`src/rtl/prio_irq_pkg.sv`:
```
package prio_irq_pkg;

  typedef enum logic [3:0] {
    BK_EN_SET, BK_EN_CLR, BK_PD_SET, BK_PD_CLR,
    BK_ACT, BK_PRIO, BK_TRIG, BK_MASK, BK_NONE
  } bank_t;

  // Address decode: word-aligned accesses only.
  function automatic bank_t decode_bank(input logic [11:0] a);
    bank_t b;
    if (a[1:0] != 2'b00)       b = BK_NONE;
    else if (a == 12'hE00)     b = BK_TRIG;
    else if (a == 12'hD00)     b = BK_MASK;
    else begin
      case (a[11:7])
        5'd0:       b = BK_EN_SET;
        5'd1:       b = BK_EN_CLR;
        5'd2:       b = BK_PD_SET;
        5'd3:       b = BK_PD_CLR;
        5'd4:       b = BK_ACT;
        5'd6, 5'd7: b = BK_PRIO;
        default:    b = BK_NONE;
      endcase
    end
    return b;
  endfunction

  // Bits of a priority word that always read zero.
  function automatic logic [31:0] prio_zero_mask(input int pbits);
    logic [7:0] m;
    m = 8'((1 << (8 - pbits)) - 1);
    return {4{m}};
  endfunction

endpackage

```
`src/rtl/prio_irq_regs.sv`:
```
module prio_irq_regs
  import prio_irq_pkg::*;
#(
  parameter int N_IRQ     = 48,
  parameter int PRIO_BITS = 4,
  parameter int ID_W      = $clog2(N_IRQ)
) (
  input  logic                             clk,
  input  logic                             rst_n,
  input  logic [N_IRQ-1:0]                 lines_i,
  input  logic                             we_i,
  input  logic [11:0]                      addr_i,
  input  logic [31:0]                      wdata_i,
  output logic [31:0]                      rdata_o,
  input  logic                             take_i,
  input  logic [ID_W-1:0]                  take_id_i,
  input  logic                             drop_i,
  input  logic [ID_W-1:0]                  drop_id_i,
  output logic [N_IRQ-1:0]                 en_o,
  output logic [N_IRQ-1:0]                 pend_o,
  output logic [N_IRQ-1:0]                 act_o,
  output logic [N_IRQ-1:0][PRIO_BITS-1:0]  prio_o,
  output logic                             gmask_o
);
  localparam int NWORDS  = (N_IRQ + 31) / 32;
  localparam int NPWORDS = (N_IRQ + 3) / 4;
  localparam int PAD     = NWORDS * 32;

  logic [N_IRQ-1:0] en_q, pend_q, act_q, prev_q;
  logic [N_IRQ-1:0][PRIO_BITS-1:0] prio_q;
  logic gmask_q;

  bank_t bank;
  assign bank = decode_bank(addr_i);

  // Named write events, one vector per kind.
  logic [N_IRQ-1:0] en_set, en_clr, pd_set, pd_clr, edge_set, trig_set;
  logic [N_IRQ-1:0] take_mask, drop_mask;
  logic [N_IRQ-1:0] prio_we;
  logic             trig_valid;

  assign edge_set   = lines_i & ~prev_q;
  assign trig_valid = we_i && (bank == BK_TRIG) &&
                      ({24'd0, wdata_i[7:0]} < 32'(N_IRQ));

  always_comb begin
    for (int i = 0; i < N_IRQ; i++) begin
      logic hit, b;
      hit          = (addr_i[6:2] == 5'(i / 32));
      b            = wdata_i[i % 32];
      en_set[i]    = we_i && bank == BK_EN_SET && hit && b;
      en_clr[i]    = we_i && bank == BK_EN_CLR && hit && b;
      pd_set[i]    = we_i && bank == BK_PD_SET && hit && b;
      pd_clr[i]    = we_i && bank == BK_PD_CLR && hit && b;
      trig_set[i]  = trig_valid && (wdata_i[7:0] == 8'(i));
      take_mask[i] = take_i && (take_id_i == ID_W'(i));
      drop_mask[i] = drop_i && (drop_id_i == ID_W'(i));
      prio_we[i]   = we_i && bank == BK_PRIO && (addr_i[7:2] == 6'(i / 4));
    end
  end

  always_ff @(posedge clk or negedge rst_n) begin
    if (!rst_n) begin
      en_q    <= '0;
      pend_q  <= '0;
      act_q   <= '0;
      prev_q  <= '0;
      prio_q  <= '0;
      gmask_q <= 1'b0;
    end else begin
      prev_q <= lines_i;
      en_q   <= (en_q | en_set) & ~en_clr;
      // Set sources win over clear sources on the same bit.
      pend_q <= (pend_q & ~(pd_clr | take_mask)) | pd_set | edge_set | trig_set;
      act_q  <= (act_q | take_mask) & ~drop_mask;
      if (we_i && bank == BK_MASK) gmask_q <= wdata_i[0];
      for (int i = 0; i < N_IRQ; i++)
        if (prio_we[i]) prio_q[i] <= wdata_i[(i % 4) * 8 + 7 -: PRIO_BITS];
    end
  end

  assign en_o    = en_q;
  assign pend_o  = pend_q;
  assign act_o   = act_q;
  assign prio_o  = prio_q;
  assign gmask_o = gmask_q;

  logic [PAD-1:0] en_pad, pend_pad, act_pad;
  assign en_pad   = PAD'(en_q);
  assign pend_pad = PAD'(pend_q);
  assign act_pad  = PAD'(act_q);

  always_comb begin
    rdata_o = '0;
    case (bank)
      BK_EN_SET, BK_EN_CLR:
        for (int k = 0; k < NWORDS; k++)
          if (addr_i[6:2] == 5'(k)) rdata_o = en_pad[k*32 +: 32];
      BK_PD_SET, BK_PD_CLR:
        for (int k = 0; k < NWORDS; k++)
          if (addr_i[6:2] == 5'(k)) rdata_o = pend_pad[k*32 +: 32];
      BK_ACT:
        for (int k = 0; k < NWORDS; k++)
          if (addr_i[6:2] == 5'(k)) rdata_o = act_pad[k*32 +: 32];
      BK_PRIO:
        for (int k = 0; k < NPWORDS; k++)
          if (addr_i[7:2] == 6'(k))
            for (int b = 0; b < 4; b++)
              if (k * 4 + b < N_IRQ)
                rdata_o[b*8 + 7 -: PRIO_BITS] = prio_q[k*4 + b];
      BK_MASK: rdata_o = {31'd0, gmask_q};
      default: rdata_o = '0;
    endcase
  end

  // the unimplemented low bits of every priority byte read zero.
  p_prio_low_zero_r6: assert property (@(posedge clk) disable iff (!rst_n)
    (bank == BK_PRIO) |-> ((rdata_o & prio_zero_mask(PRIO_BITS)) == 32'd0));

  // a set source on a bit leaves that bit pending after the edge.
  p_set_wins_r3: assert property (@(posedge clk) disable iff (!rst_n)
    (|(pd_set & pd_clr)) == 1'b0 && (|((edge_set | trig_set) & pd_clr)) |=>
    (|pend_q));

endmodule

```
`src/rtl/prio_irq_arb.sv`:
```
module prio_irq_arb #(
  parameter int N_IRQ     = 48,
  parameter int PRIO_BITS = 4,
  parameter int ID_W      = $clog2(N_IRQ)
) (
  input  logic [N_IRQ-1:0]                cand_i,
  input  logic [N_IRQ-1:0][PRIO_BITS-1:0] prio_i,
  input  logic                            gmask_i,
  input  logic                            full_i,
  input  logic [PRIO_BITS:0]              run_prio_i,
  output logic                            req_o,
  output logic [ID_W-1:0]                 id_o,
  output logic [PRIO_BITS:0]              win_prio_o
);
  localparam logic [PRIO_BITS:0] IDLE = (PRIO_BITS+1)'(1 << PRIO_BITS);

  // Strictly-less comparison on an upward scan keeps the lowest number on ties.
  function automatic logic more_urgent(input logic [PRIO_BITS:0] a,
                                       input logic [PRIO_BITS:0] b);
    return a < b;
  endfunction

  logic found;

  always_comb begin
    found      = 1'b0;
    id_o       = '0;
    win_prio_o = IDLE;
    for (int i = 0; i < N_IRQ; i++) begin
      if (cand_i[i] && more_urgent({1'b0, prio_i[i]}, win_prio_o)) begin
        found      = 1'b1;
        id_o       = ID_W'(i);
        win_prio_o = {1'b0, prio_i[i]};
      end
    end
  end

  assign req_o = found && !gmask_i && !full_i && more_urgent(win_prio_o, run_prio_i);

endmodule

```
`src/rtl/prio_irq_stack.sv`:
```
module prio_irq_stack #(
  parameter int DEPTH = 4,
  parameter int ID_W  = 6,
  parameter int PW    = 5
) (
  input  logic            clk,
  input  logic            rst_n,
  input  logic            push_i,
  input  logic [ID_W-1:0] push_id_i,
  input  logic [PW-1:0]   push_prio_i,
  input  logic            pop_i,
  output logic [PW-1:0]   run_prio_o,
  output logic [ID_W-1:0] top_id_o,
  output logic            full_o,
  output logic            empty_o,
  output logic [$clog2(DEPTH+1)-1:0] depth_o
);
  localparam int CNT_W = $clog2(DEPTH + 1);
  localparam logic [PW-1:0] IDLE = PW'(1 << (PW - 1));

  logic [DEPTH-1:0][ID_W-1:0] id_mem;
  logic [DEPTH-1:0][PW-1:0]   prio_mem;
  logic [CNT_W-1:0]           cnt_q;
  logic [PW-1:0]              run_q;
  logic [PW-1:0]              top_prio;

  assign full_o  = (cnt_q == CNT_W'(DEPTH));
  assign empty_o = (cnt_q == '0);
  assign depth_o = cnt_q;

  always_comb begin
    top_id_o = '0;
    top_prio = IDLE;
    for (int k = 0; k < DEPTH; k++)
      if (cnt_q == CNT_W'(k + 1)) begin
        top_id_o = id_mem[k];
        top_prio = prio_mem[k];
      end
  end

  always_ff @(posedge clk or negedge rst_n) begin
    if (!rst_n) begin
      cnt_q    <= '0;
      run_q    <= IDLE;
      id_mem   <= '0;
      prio_mem <= '0;
    end else if (pop_i) begin
      cnt_q <= cnt_q - 1'b1;
      run_q <= top_prio;
    end else if (push_i) begin
      for (int k = 0; k < DEPTH; k++)
        if (cnt_q == CNT_W'(k)) begin
          id_mem[k]   <= push_id_i;
          prio_mem[k] <= run_q;
        end
      cnt_q <= cnt_q + 1'b1;
      run_q <= push_prio_i;
    end
  end

  assign run_prio_o = run_q;

  p_no_overflow_r12: assert property (@(posedge clk) disable iff (!rst_n)
    push_i |-> !full_o);
  p_no_underflow_r12: assert property (@(posedge clk) disable iff (!rst_n)
    pop_i |-> !empty_o);
  // each push makes the running priority strictly more urgent.
  p_push_more_urgent_r11: assert property (@(posedge clk) disable iff (!rst_n)
    (push_i && !pop_i) |=> (run_q < $past(run_q)));

endmodule

```
`src/rtl/prio_irq_ctrl.sv`:
```
module prio_irq_ctrl
  import prio_irq_pkg::*;
#(
  parameter int N_IRQ       = 48,
  parameter int PRIO_BITS   = 4,
  parameter int STACK_DEPTH = 4,
  localparam int ID_W       = $clog2(N_IRQ)
) (
  input  logic             clk,
  input  logic             rst_n,
  input  logic [N_IRQ-1:0] irq_lines,
  input  logic             bus_we,
  input  logic [11:0]      bus_addr,
  input  logic [31:0]      bus_wdata,
  output logic [31:0]      bus_rdata,
  output logic             irq_req,
  output logic [ID_W-1:0]  irq_id,
  input  logic             irq_ack,
  input  logic             irq_eos
);
  localparam int PW = PRIO_BITS + 1;

  logic [N_IRQ-1:0]                en_w, pend_w, act_w;
  logic [N_IRQ-1:0][PRIO_BITS-1:0] prio_w;
  logic                            gmask_w, full_w, empty_w;
  logic [PW-1:0]                   run_prio_w, win_prio_w;
  logic [ID_W-1:0]                 top_id_w;
  logic [$clog2(STACK_DEPTH+1)-1:0] depth_w;

  // Handshake events as named wires.
  logic take_w, drop_w;
  assign drop_w = irq_eos && !empty_w;
  assign take_w = irq_ack && irq_req && !irq_eos;

  prio_irq_regs #(.N_IRQ(N_IRQ), .PRIO_BITS(PRIO_BITS), .ID_W(ID_W)) u_regs (
    .clk(clk), .rst_n(rst_n), .lines_i(irq_lines),
    .we_i(bus_we), .addr_i(bus_addr), .wdata_i(bus_wdata), .rdata_o(bus_rdata),
    .take_i(take_w), .take_id_i(irq_id), .drop_i(drop_w), .drop_id_i(top_id_w),
    .en_o(en_w), .pend_o(pend_w), .act_o(act_w), .prio_o(prio_w), .gmask_o(gmask_w)
  );

  prio_irq_arb #(.N_IRQ(N_IRQ), .PRIO_BITS(PRIO_BITS), .ID_W(ID_W)) u_arb (
    .cand_i(pend_w & en_w), .prio_i(prio_w), .gmask_i(gmask_w), .full_i(full_w),
    .run_prio_i(run_prio_w), .req_o(irq_req), .id_o(irq_id), .win_prio_o(win_prio_w)
  );

  prio_irq_stack #(.DEPTH(STACK_DEPTH), .ID_W(ID_W), .PW(PW)) u_stack (
    .clk(clk), .rst_n(rst_n), .push_i(take_w), .push_id_i(irq_id),
    .push_prio_i(win_prio_w), .pop_i(drop_w), .run_prio_o(run_prio_w),
    .top_id_o(top_id_w), .full_o(full_w), .empty_o(empty_w), .depth_o(depth_w)
  );

  p_req_valid_r9: assert property (@(posedge clk) disable iff (!rst_n)
    irq_req |-> (pend_w[irq_id] && en_w[irq_id]));
  p_mask_blocks_r8: assert property (@(posedge clk) disable iff (!rst_n)
    gmask_w |-> !irq_req);
  p_ack_active_r11: assert property (@(posedge clk) disable iff (!rst_n)
    take_w |=> act_w[$past(irq_id)]);
  p_depth_match_r12: assert property (@(posedge clk) disable iff (!rst_n)
    $countones(act_w) == int'(depth_w));

endmodule

```
`config.mk`:
```
export PLATFORM = sky130hd
export DESIGN_NAME = prio_irq_ctrl
export DESIGN_NICKNAME = d
export VERILOG_FILES = /design/src/rtl/prio_irq_pkg.sv /design/src/rtl/prio_irq_regs.sv /design/src/rtl/prio_irq_arb.sv /design/src/rtl/prio_irq_stack.sv /design/src/rtl/prio_irq_ctrl.sv
export SDC_FILE = /design/constraint.sdc
export NUM_CORES = 1
export LEC_CHECK = 0
export ABC_AREA = 1
export BUFFER_PORTS_ARGS = -buffer_cell sky130_fd_sc_hd__buf_2
export CORE_ASPECT_RATIO = 0.6
export CORE_MARGIN = 10
export CORE_UTILIZATION = 44
export DETAILED_ROUTE_END_ITERATION = 10
export PLACE_DENSITY = 0.57
export SETUP_SLACK_MARGIN = 0.1
export SYNTH_ARGS = -nofsm -noshare
export SYNTH_HDL_FRONTEND = slang
export SYNTH_SLANG_ARGS = --single-unit
```
`constraint.sdc`:
```
create_clock -name clk -period 67.2 [get_ports clk]
set_clock_uncertainty 0.05 [all_clocks]
set_input_delay 13.44 -clock clk [delete_from_list [all_inputs] [get_ports clk]]
set_output_delay 13.44 -clock clk [all_outputs]
set_load 0.1 [all_outputs]
```
==> results.tsv <==
metric	value	unit
max_slew headroom	17.9	%
Worst Reg-to-Reg Cells	340	
Final Max Slew Viols	0	
area grow syn2layout	10.3	%
Placed Instance Area	32100	sq um
register area share after synthesis	35.5	%
DRT iter0 DRCs	4351	
CP Launch Type	flip-flop	
DRC viols	0	
Final Util	49.4	%
crit-path max FO	15	
yosys warns	0	
Die H	225	um
vias in the first global route	26400	
CP most frequent cell	ha_1	
outcome	completed	
power per standard cell area	23.9	nW/um^2
maxcap violations	0	
first-pass GRT wire length	184	mm
endpoints failing hold	0	
crit path DAT	49.19	ns
Clock Pin Slew Worst Setup and Hold Paths	0.07	ns
CP Capture Type	output pin	
clk sinks	437	
layout filler cell count	6912	
Fmax	0.0160	GHz
hpwl dp	96.0	mm
Syn Nets	4448	
PortBufs	135	
die width	361	um
via count	30000	
Ports	136	
syn avg cell area	7.25	sq um
top_reg_cell synth	dfrtp_1	
Gate Count Post-Synth	4245	
r2r startpoint	u_regs.pend_o[0]	
commonest non-fill, non-tap cell in the layout	nand2_1	
number of synthesized register bits	437	
Max clock buf depth	3	
largest net degree at the start of global routing	104	
worst skew pair latency	0.64	ns
TritonCTS buffer count	47	
GRT Resource Usage Total	30.1	%
CP Capture Point	irq_req	
layout cells sized above 1	16.6	%
IR drop worst, VDD	0.0000197	V
Worst Tran Pin Value	1.22	ns
DR WL/cell	23.9	um
r2r endpoint	u_regs.act_o[3]	
routability cong.	0.987	
Rows	74	
CP required	53.71	ns
min Tclk post-route	62.68	ns
post-route cell area	33900	sq um
number of vias per cell	5.69	
final setup margin	4.52	ns
Tcrit/Tclk final	93.3	%
Initial Utilization	44.8	%
DP Worst Slack	0.265	ns
Crit. Startpoint	u_regs.pend_o[0]	
leak pwr	0.0164	uW
count of cell types in the netlist	71	
Antenna Violating Nets Remaining	0	
Core ar.	68600	sq um
Crit Path Category	reg2out	
initial antenna violation count	5	
Post-synth EDFFs	0	
Critical Path Max Stage Delay	0.42	ns
Worst Hold Class	reg2reg	
Slowest-stage cell, CP	dfrtp_2	
setup slack, reg-to-reg	17.55	ns
DIE AREA	81300	sq um
TritonRoute pass-1 iters	8	
mapped cell area	30800	sq um
Design Power	811	uW
Final Setup Violations	0	
Layout Nets	4518	
H-tree depth	2	
Root Buffer	clkbuf_16	
CTS tree	built	
most frequent cells in the layout	nand2_1 (1042), inv_1 (475), dfrtp_1 (434)	
post-synthesis async set-or-reset flop share	100	%
grt ovf	0	
final WL	126	mm
## logic make-up after synthesis
group	count (synthesis)	synth area share [%]
flip-flops	437	35.5
buffers and inverters	703	9.44
XOR/XNOR	3	0.0854
adder cells (fa/ha/maj)	106	4.31
AND/OR/NAND/NOR	2067	32.3
AO/OA/AOI/OAI	929	18.3
## repair_timing
action | in CTS | in global routing
setup buffers | 0 | 6
hold buffers | 0 | 0
gates cloned | 0 | 1
pin swaps | 0 | 4
endpoints found under the setup margin | 1 | 7
gates resized for setup | 8 | 96
## layout make-up
type / instances / area, sq um / area share (%)
timing repair buffer: 175 / 992 / 2.92
clock inverter: 17 / 213 / 0.627
tap: 912 / 1140 / 3.36
antenna: 3 / 7.51 / 0.0221
sequential: 437 / 10900 / 32.2
multi-input combinational: 3106 / 17200 / 50.6
inverter: 548 / 2110 / 6.23
clock buffer: 67 / 1360 / 4.02
## worst min-delay path by stage
stage,to,startpoint,depth (start not counted),slack [ns]
after detailed placement,u_regs.prio_o[36],u_regs.prio_o[36],2,0.42
after CTS,u_regs.prio_o[36],u_regs.prio_o[36],2,0.44
final,u_regs.prio_o[36],u_regs.prio_o[36],2,0.43
after global placement,u_regs.prio_o[28],u_regs.prio_o[28],2,0.42
after global routing,u_stack.id_mem[13],u_stack.id_mem[13],2,0.46
after floorplan,u_regs.prio_o[120],u_regs.prio_o[120],2,0.40
## synthesized netlist by cell type, drive strengths merged, types with 2 or more instances
cell type	number	share of area, %
a41oi	2	0.057
nor2	419	6.5
a31oi	4	0.081
inv	523	6.4
nor3	17	0.29
nand3	340	6.6
o21ai	498	8.2
o221ai	42	1.2
dfrtp	436	35
o311ai	2	0.057
a22oi	41	1.0
clkbuf	122	1.5
o21a	2	0.049
o211ai	20	0.49
nand4	54	1.2
a32o	4	0.13
nand3b	7	0.25
o22ai	4	0.081
nand2	1223	17
a22o	23	0.65
nor4	3	0.061
o21bai	38	0.98
dlygate4sd1	3	0.085
xor2	2	0.057
bufinv	3	0.17
a221oi	34	0.97
a21oi	191	3.6
buf	29	0.95
ha	106	4.3
a21boi	9	0.35
or2	2	0.041
clkinv	22	0.30
a211oi	5	0.22
o2111ai	9	0.26
## state kept, by name, indices dropped and copies added (netlist names)
| signal | count |
|---|---|
| u_regs.act_o | 48 |
| u_regs.en_o | 48 |
| u_regs.gmask_o | 1 |
| u_regs.pend_o | 48 |
| u_regs.prev_q | 48 |
| u_regs.prio_o | 192 |
| u_stack.depth_o | 3 |
| u_stack.id_mem | 24 |
| u_stack.prio_mem | 20 |
| u_stack.run_prio_o | 5 |
## worst max-delay path: cells and delay by family (launching register included)
kind	cells	cell delay [ns]
buffers and inverters	26	2.11
flip-flops	1	0.42
AND/OR/NAND/NOR	201	21.34
adder cells (fa/ha/maj)	48	14.11
AO/OA/AOI/OAI	63	10.45
## metal layers
layer  wire length (um)  up-vias  global-route usage [%]  share of wire, %
met3              18400      115                    12.5                15
met1              61000    14100                    47.3                48
met4               2380        2                    5.85               1.9
met2              44200     1573                    36.3                35
met5                 13        -                       0             0.010
li1                   -    14200                       -                 -
## power breakdown
| group | switching [uW] | internal, uW | leakage (uW) |
|---|---|---|---|
| sequential | 7.00 | 275 | 0.00571 |
| combinational | 177 | 74.0 | 0.00990 |
| clock | 124 | 154 | 0.000777 |
| total | 308 | 503 | 0.0164 |
## per-stage QoR
stage               TNS (ns)  hold WS (ns)  std cells
floorplan                  0         0.403       4245
global placement           0         0.416       5171
detailed placement         0         0.423       5171
CTS                        0         0.438       5255
global route          -0.122         0.456       5262
finish                     0         0.434       5265
Power figures use the tool's default switching activity.
